==> src/rtl/dti_pkg.sv <==
package dti_pkg;

  localparam int unsigned DTI_DEF_MAX_DT = 4032;

  // Width of a run-length counter that must reach max_dt + 1.
  function automatic int unsigned dti_cnt_w(input int unsigned max_dt);
    return $clog2(max_dt + 2);
  endfunction

  typedef struct packed {
    logic main_on;
    logic comp_on;
  } dti_act_t;

  typedef struct packed {
    logic main_oe;
    logic comp_oe;
  } dti_oe_t;

endpackage

==> src/rtl/dti_dt_clamp.sv <==
module dti_dt_clamp #(
  parameter int unsigned DT_W   = 12,
  parameter int unsigned MAX_DT = 4032,
  parameter int unsigned CW     = 13
) (
  input  logic [DT_W-1:0] dt_raw,
  output logic [CW-1:0]   dt_eff
);
  localparam int unsigned WW = (DT_W > CW) ? DT_W : CW;

  logic [WW-1:0] raw_w;
  logic [WW-1:0] lim_w;

  always_comb begin
    raw_w  = WW'(dt_raw);
    lim_w  = WW'(MAX_DT);
    dt_eff = (raw_w > lim_w) ? CW'(MAX_DT) : CW'(raw_w);
  end
endmodule

==> src/rtl/dti_chan_core.sv <==
module dti_chan_core
  import dti_pkg::*;
#(
  parameter int unsigned MAX_DT = 4032,
  parameter int unsigned CW     = 13
) (
  input  logic          clk,
  input  logic          rst_n,
  input  logic          pwm,
  input  logic          en,
  input  logic          pair,
  input  logic          force_safe,
  input  logic [CW-1:0] dt_eff,
  output dti_act_t      act_q,
  output dti_oe_t       oe_q
);
  localparam logic [CW-1:0] RUN_SAT = CW'(MAX_DT + 1);

  logic          pwm_q;
  logic [CW-1:0] run_q;
  logic [CW-1:0] run_nx;
  logic          settled;
  logic          gated;
  dti_act_t      act_nx;
  dti_oe_t       oe_nx;

  // Run length: edges at which pwm has held its current level, this one included.
  always_comb begin
    if (pwm != pwm_q)          run_nx = CW'(1);
    else if (run_q >= RUN_SAT) run_nx = RUN_SAT;
    else                       run_nx = run_q + CW'(1);
  end

  always_comb begin
    settled = (run_nx > dt_eff);
    gated   = en && !force_safe;
    act_nx.main_on = gated && pwm && (!pair || settled);
    act_nx.comp_on = gated && pair && !pwm && settled;
    oe_nx.main_oe  = en;
    oe_nx.comp_oe  = en && pair;
  end

  always_ff @(posedge clk or negedge rst_n) begin
    if (!rst_n) begin
      pwm_q <= 1'b0;
      run_q <= '0;
      act_q <= '0;
      oe_q  <= '0;
    end else begin
      pwm_q <= pwm;
      run_q <= run_nx;
      act_q <= act_nx;
      oe_q  <= oe_nx;
    end
  end
endmodule

==> src/rtl/dti_pin_map.sv <==
module dti_pin_map
  import dti_pkg::*;
(
  input  dti_act_t act,
  input  dti_oe_t  oe,
  input  logic     main_low,
  input  logic     comp_low,
  output logic     main_pin,
  output logic     main_oe,
  output logic     comp_pin,
  output logic     comp_oe
);
  always_comb begin
    main_pin = act.main_on ^ main_low;
    comp_pin = act.comp_on ^ comp_low;
    main_oe  = oe.main_oe;
    comp_oe  = oe.comp_oe;
  end
endmodule

==> src/rtl/dti_inserter.sv <==
module dti_inserter
  import dti_pkg::*;
#(
  parameter int unsigned NCH    = 4,
  parameter int unsigned DT_W   = 12,
  parameter int unsigned MAX_DT = DTI_DEF_MAX_DT
) (
  input  logic            clk,
  input  logic            rst_n,
  input  logic [DT_W-1:0] dead_time,
  input  logic            force_safe,
  input  logic [NCH-1:0]  pwm_in,
  input  logic [NCH-1:0]  ch_enable,
  input  logic [NCH-1:0]  pair_mode,
  input  logic [NCH-1:0]  main_act_low,
  input  logic [NCH-1:0]  comp_act_low,
  output logic [NCH-1:0]  main_pin,
  output logic [NCH-1:0]  main_oe,
  output logic [NCH-1:0]  comp_pin,
  output logic [NCH-1:0]  comp_oe
);
  localparam int unsigned CW = dti_cnt_w(MAX_DT);

  logic [CW-1:0] dt_eff;

  dti_dt_clamp #(.DT_W(DT_W), .MAX_DT(MAX_DT), .CW(CW)) u_clamp (
    .dt_raw (dead_time),
    .dt_eff (dt_eff)
  );

  for (genvar c = 0; c < NCH; c++) begin : g_ch
    dti_act_t act;
    dti_oe_t  oe;

    dti_chan_core #(.MAX_DT(MAX_DT), .CW(CW)) u_core (
      .clk        (clk),
      .rst_n      (rst_n),
      .pwm        (pwm_in[c]),
      .en         (ch_enable[c]),
      .pair       (pair_mode[c]),
      .force_safe (force_safe),
      .dt_eff     (dt_eff),
      .act_q      (act),
      .oe_q       (oe)
    );

    dti_pin_map u_map (
      .act      (act),
      .oe       (oe),
      .main_low (main_act_low[c]),
      .comp_low (comp_act_low[c]),
      .main_pin (main_pin[c]),
      .main_oe  (main_oe[c]),
      .comp_pin (comp_pin[c]),
      .comp_oe  (comp_oe[c])
    );
  end
endmodule

==> config.mk <==
export PLATFORM = sky130hd
export DESIGN_NAME = dti_inserter
export DESIGN_NICKNAME = d
export VERILOG_FILES = /design/src/rtl/dti_pkg.sv /design/src/rtl/dti_dt_clamp.sv /design/src/rtl/dti_chan_core.sv /design/src/rtl/dti_pin_map.sv /design/src/rtl/dti_inserter.sv
export SDC_FILE = /design/constraint.sdc
export NUM_CORES = 1
export LEC_CHECK = 0
export ABC_AREA = 1
export BUFFER_PORTS_ARGS = -buffer_cell sky130_fd_sc_hd__buf_2
export CAP_MARGIN = 20
export CORE_MARGIN = 1
export CORE_UTILIZATION = 40
export CTS_CLUSTER_DIAMETER = 40
export DETAILED_ROUTE_END_ITERATION = 6
export MAX_ROUTING_LAYER = met4
export SLEW_MARGIN = 10
export SYNTH_ARGS = -nofsm -noshare
export SYNTH_HDL_FRONTEND = slang
export SYNTH_SLANG_ARGS = --single-unit
==> constraint.sdc <==
create_clock -name clk -period 2.4 [get_ports clk]
set_input_delay 0.12 -clock clk [delete_from_list [all_inputs] [get_ports clk]]
set_output_delay 0.12 -clock clk [all_outputs]
set_load 0.01 [all_outputs]
[After elaboration in Yosys (flattened, before gate mapping)]
Cells that the tools add are included.
Word-level totals
  register bits after elaboration: 68
  bits of input ports: 35
  output and inout bits: 16
  logic and storage cells: 99
Operators by class
  add/sub/neg operators: 4
  order comparisons: 9
  equality and inequality tests: 4
  multiplexer cells: 9
  bitwise operators: 8
  reductions and logical operators: 41
Operators with widths (count)
  12-bit two-way mux: 9
  12-bit by 1-bit adder with 12-bit output (second input constant): 4
  12-bit >= comparator (second input constant): 4
  12-bit > comparator: 4
  1-bit logical AND: 28
  12-bit > comparator (second input constant): 1
  1-bit logical NOT: 9
  1-bit bitwise XOR: 8
  1-bit logical OR: 4
  1-bit inequality test: 4

[Longest topological paths before layout]
  depth in word-level cells: 6
  gate-level depth with buffers: 18
  mapped depth without buffers: 18

[Cells and area by module]
Synthesis repeated with hierarchy kept, for this count alone.
Second synthesis, totals
  cells, all modules: 701
  area, all modules: 5111.2 µm²
Modules (own cells, without submodules)
  dti_chan_core (g_ch[0].u_core ...): instances 3, cells each 156, area each 1197.4 µm²
  dti_chan_core (g_ch[3].u_core): instances 1, cells each 155, area each 1193.6 µm²
  dti_pin_map: instances 4, cells each 12, area each 52.6 µm²
  dti_dt_clamp: instances 1, cells each 30, area each 115.1 µm²

[Worst setup path after synthesis]
No wires, ideal clock.
  path type: register to register
  start point: register g_ch[1].u_core.run_q[0]
  end point: register g_ch[1].u_core.act_q[1] (netlist name)
  setup time: 0.121 ns
  arrival time: 1.933 ns
  data required time: 2.279 ns
  setup slack: 0.346 ns
  stages on the path, launching flop included: 16
  buffers on the path: 0
  path through: dfrtp_1 -> ha_1 -> nor2_1 -> nand4_1 -> nand3_1 -> nand2_2 -> nor3b_1 -> ha_1 -> nand2_1 -> inv_1 -> nand2_1 -> nand2_1 -> nand2_1 -> nand3_1 -> nand2_1 -> a21oi_1
RTL lines
  start, declared: RTL line dti_chan_core.sv:20  | logic [CW-1:0] run_q;
  start signal, assigned: RTL line dti_chan_core.sv:51  | run_q <= run_nx;
  end signal, assigned: RTL line dti_chan_core.sv:52  | act_q <= act_nx;
  end, declared: RTL line dti_chan_core.sv:14  | output dti_act_t act_q,

==> metrics.csv <==
stage,metric,value,unit
worst_setup_path,critical_path.endpoint_type,register,
placement,place_worst_setup_slack,-0.009241,ns
synthesis,synth_sequential_area_ratio,0.3493,
timing,finalSetupViolations,0,
finish,areaGrowthSynthToFinish,23.65,%
worst_setup_path,crit_family,simple AND/OR/NAND/NOR gates,
placement,routabilityCongestion,0.8818,
finish,drive_above_1_share,0.2355,
pwr,worst_ir_drop_vdd,384.6,uV
pwr,report.power.total,3.122,mW
global_route,grt_util_all_layers,0.1940,
placement,post_detailed_placement_half_perimeter_wirelength,8.537,mm
cts,clock_sinks,68,
finish,fillerInstances,1076,
cts,cts_tree,yes,
detailed_routing,postRouteWirelength,11.69,mm
timing,timing.setup.tns,0,ns
timing,worst_slew_margin_rel,0.5738,
placement,dpl-instance-area,5261,um2
floorplanning,boundaryPins,51,
pwr,power_density,518.1,nW/um2
finish,most-common-layout-cells,"sky130_fd_sc_hd__nand2_1 (138), sky130_fd_sc_hd__inv_1 (91), sky130_fd_sc_hd__dfrtp_1 (67), sky130_fd_sc_hd__nor2_1 (56), sky130_fd_sc_hd__ha_1 (54)",
timing,timing.final.crit_period,2.267,ns
cts,cts_root_buf,sky130_fd_sc_hd__clkbuf_16,
synthesis,synthesis.yosys.warnings,0,
floorplanning,floorplan.initialDensity,0.4178,
timing,unrepaired_setup_endpoints_after_global_routing,true,
timing,final.setup.worst_slack,0.1333,ns
global_route,first_pass_grt_wire_length,18.50,mm
worst_setup_path,cp_max_fo,3,
worst_setup_path,worst-path-buf-inv,1,
synthesis,post_synth_inst_count,630,
detailed_routing,drc_errors,0,
finish,finish.net_count,800,
worst_setup_path,crit_slowest_cell,sky130_fd_sc_hd__dfrtp_1,
timing,tightestPinTransition,0.6393,ns
worst_hold_path,timing.hold.worst.start,force_safe,
worst_setup_path,path_class,reg2reg,
timing,max_freq,441.2,MHz
finish,fin_cells,852,
worst_setup_path,reg2reg_to,g_ch[3].u_core.act_q[1],
flow_run,maxCapViolations,0,
worst_setup_path,slowest_stage_delay_cp,0.39,ns
timing,finalHoldWorstSlack,0.2525,ns
cts,cts-buffers-inserted,9,
floorplanning,die_area,12630,um2
detailed_routing,route.detailed.wl_per_inst,13.72,um
floorplanning,dieWidth,112.4,um
finish,multiInputGateArea,2933,um2
synthesis,post_synth_num_cell_types,30,
placement,placed_instance_count,816,
timing,finalCritPeriodShare,0.9445,
finish,post-route-cell-area,6025,um2
synthesis,postSynthRegisterBits,68,
worst_setup_path,crit_arrival,2.49,ns
worst_setup_path,timing.reg2reg.setup_slack,0.13,ns
floorplanning,die_height,112.4,um
synthesis,post_synth.cell_area_avg,7.734,um2
timing,report.final.hold_viol_count,0,
floorplanning,fp.coreArea,11660,um2
detailed_routing,detailroute.via_count,4210,
timing,finalMaxSlewViolations,0,
worst_hold_path,hold_path_class,in2reg,
worst_hold_path,worstHoldEndpoint,g_ch[2].u_core.act_q[0],
worst_setup_path,r2r_cells,15,
detailed_routing,drt-initial-drc-count,186,
synthesis,area_of_the_mapped_netlist,4872,um2
cts,clock_tree.htree_level_count,3,
cts,clk_pin_slew,0.06,ns
cts,clock_path_buffers,2,
synthesis,postSynthNetCount,725,
timing,clock_skews,0.005707,ns
worst_setup_path,timing.rr.start,g_ch[3].u_core.run_q[0],
detailed_routing,drt.antenna.violating_nets,0,
placement,port_buffers,50,
detailed_routing,drt_pre_antenna_iters,4,
finish,area.sequential,1703,um2
cts,insertion_delay,0.33,ns
worst_hold_path,hold_depth,4,
global_route,via_count_of_the_first_global_routing_pass,4002,
global_route,grt_antenna_before_repair,0,
finish,num_antenna_cells,0,
worst_setup_path,most_frequent_cell_on_critical_path,sky130_fd_sc_hd__nand2_1,
status,run_status,"finished, final reports clean",
global_route,largest_net_degree_at_the_start_of_global_routing,45,
finish,finalCoreUtilization,0.5166,
global_route,globalRoute.totalOverflow,0,
finish,layout.cells.most_common,sky130_fd_sc_hd__nand2_1,
pwr,p_leak,3.181,nW
detailed_routing,routed_via_density,4.941,
floorplanning,rows,39,
worst_setup_path,critical_path_required_time,2.63,ns
worst_setup_path,start_kind,register,
worst_setup_path,path_cells,ha_2 -> nand3_2 -> nor2_4 -> nand2_1 -> or2_0 -> a31oi_4 -> ha_1 -> nand2_1 -> inv_1 -> nand2_1 -> nand2_1 -> nand2_1 -> nand3_1 -> nand2_2 -> a21oi_2,
[flip-flops by register name, summed over array words and instances (netlist names)]
signal	count
g_ch.u_core.act_q	8
g_ch.u_core.pwm_q	4
g_ch.u_core.oe_q	8
g_ch.u_core.run_q	48
[Yosys cell counts, drive strengths merged]
| master | instances | area share |
|---|---|---|
| dfrtp | 68 | 0.35 |
| nand3b | 5 | 0.0077 |
| nor3b | 4 | 0.0062 |
| nor2 | 70 | 0.057 |
| nand3 | 35 | 0.037 |
| xnor2 | 7 | 0.016 |
| o31ai | 1 | 0.0026 |
| inv | 110 | 0.085 |
| and2 | 1 | 0.0013 |
| o21ai | 8 | 0.0082 |
| ha | 60 | 0.15 |
| a31oi | 10 | 0.013 |
| nand4 | 21 | 0.027 |
| clkinv | 1 | 0.00077 |
| nor3 | 20 | 0.030 |
| or2 | 3 | 0.0039 |
| buf | 16 | 0.025 |
| a21o | 4 | 0.0062 |
| nand2 | 150 | 0.12 |
| xor2 | 17 | 0.031 |
| a21oi | 19 | 0.020 |
[logic make-up (layout without fill, tap and decap cells)]
group                    after synthesis  in the layout  synth area share
XOR/XNOR                              24             24           0.04700
flip-flops                            68             68            0.3493
AO/OA/AOI/OAI                         42             42           0.04931
AND/OR/NAND/NOR                      309            309            0.2902
buffers and inverters                127            206            0.1102
adder cells (fa/ha/maj)               60             60            0.1541
[worst max path at each step]
stage,start,endpoint,slack (ns),depth (start not counted)
after floorplan,g_ch[1].u_core.run_q[0],g_ch[1].u_core.act_q[1],0.35,15
after global placement,g_ch[1].u_core.run_q[0],g_ch[1].u_core.act_q[1],0.02,15
after detailed placement,g_ch[1].u_core.run_q[1],g_ch[1].u_core.act_q[1],-0.009,16
after CTS,g_ch[1].u_core.run_q[1],g_ch[1].u_core.act_q[1],0.008,16
after global routing,g_ch[3].u_core.run_q[0],g_ch[3].u_core.act_q[1],-0.04,15
final,g_ch[3].u_core.run_q[0],g_ch[3].u_core.act_q[1],0.13,15
[worst reg2reg max path, stage by stage, from the launching register on]
cell and delay (ns):
sky130_fd_sc_hd__dfrtp_1 0.39, sky130_fd_sc_hd__ha_2 0.22, sky130_fd_sc_hd__nand3_2 0.10, sky130_fd_sc_hd__nor2_4 0.15
sky130_fd_sc_hd__nand2_1 0.07, sky130_fd_sc_hd__or2_0 0.25, sky130_fd_sc_hd__a31oi_4 0.19, sky130_fd_sc_hd__ha_1 0.27
sky130_fd_sc_hd__nand2_1 0.07, sky130_fd_sc_hd__inv_1 0.04, sky130_fd_sc_hd__nand2_1 0.06, sky130_fd_sc_hd__nand2_1 0.05
sky130_fd_sc_hd__nand2_1 0.06, sky130_fd_sc_hd__nand3_1 0.09, sky130_fd_sc_hd__nand2_2 0.09, sky130_fd_sc_hd__a21oi_2 0.05
[cell type report]
class,count,share of cell area
multi-input cells,435,0.4868
flip-flops and latches,68,0.2827
repair buffers,80,0.08702
inverters,111,0.06916
clock buffers,11,0.04029
well taps,143,0.02970
clock inverters,4,0.004361
[report_power, final]
part,internal (mW),switching [mW],leakage [nW],total (mW)
combinational,0.248,0.395,2.15,0.643
clock,0.719,0.496,0.131,1.22
sequential,1.21,0.0570,0.904,1.26
[layer usage]
layer  track usage  vias to the layer above  routed length [um]
met3       0.04482                       17                 394
met2        0.3209                       92                5876
met1        0.2377                     1944                5263
met4       0.05422                        0                 159
met5             -                        -                   0
li1              -                     2157                   -
[timing repair]
item,CTS,global route
setup buffers,0,8
hold buffers,13,0
resized for setup,1,66
pin swaps,0,24
endpoints found under the setup margin,1,8
hold endpoints to repair,36,0
Note: power is estimated with default switching activity, not from simulation.
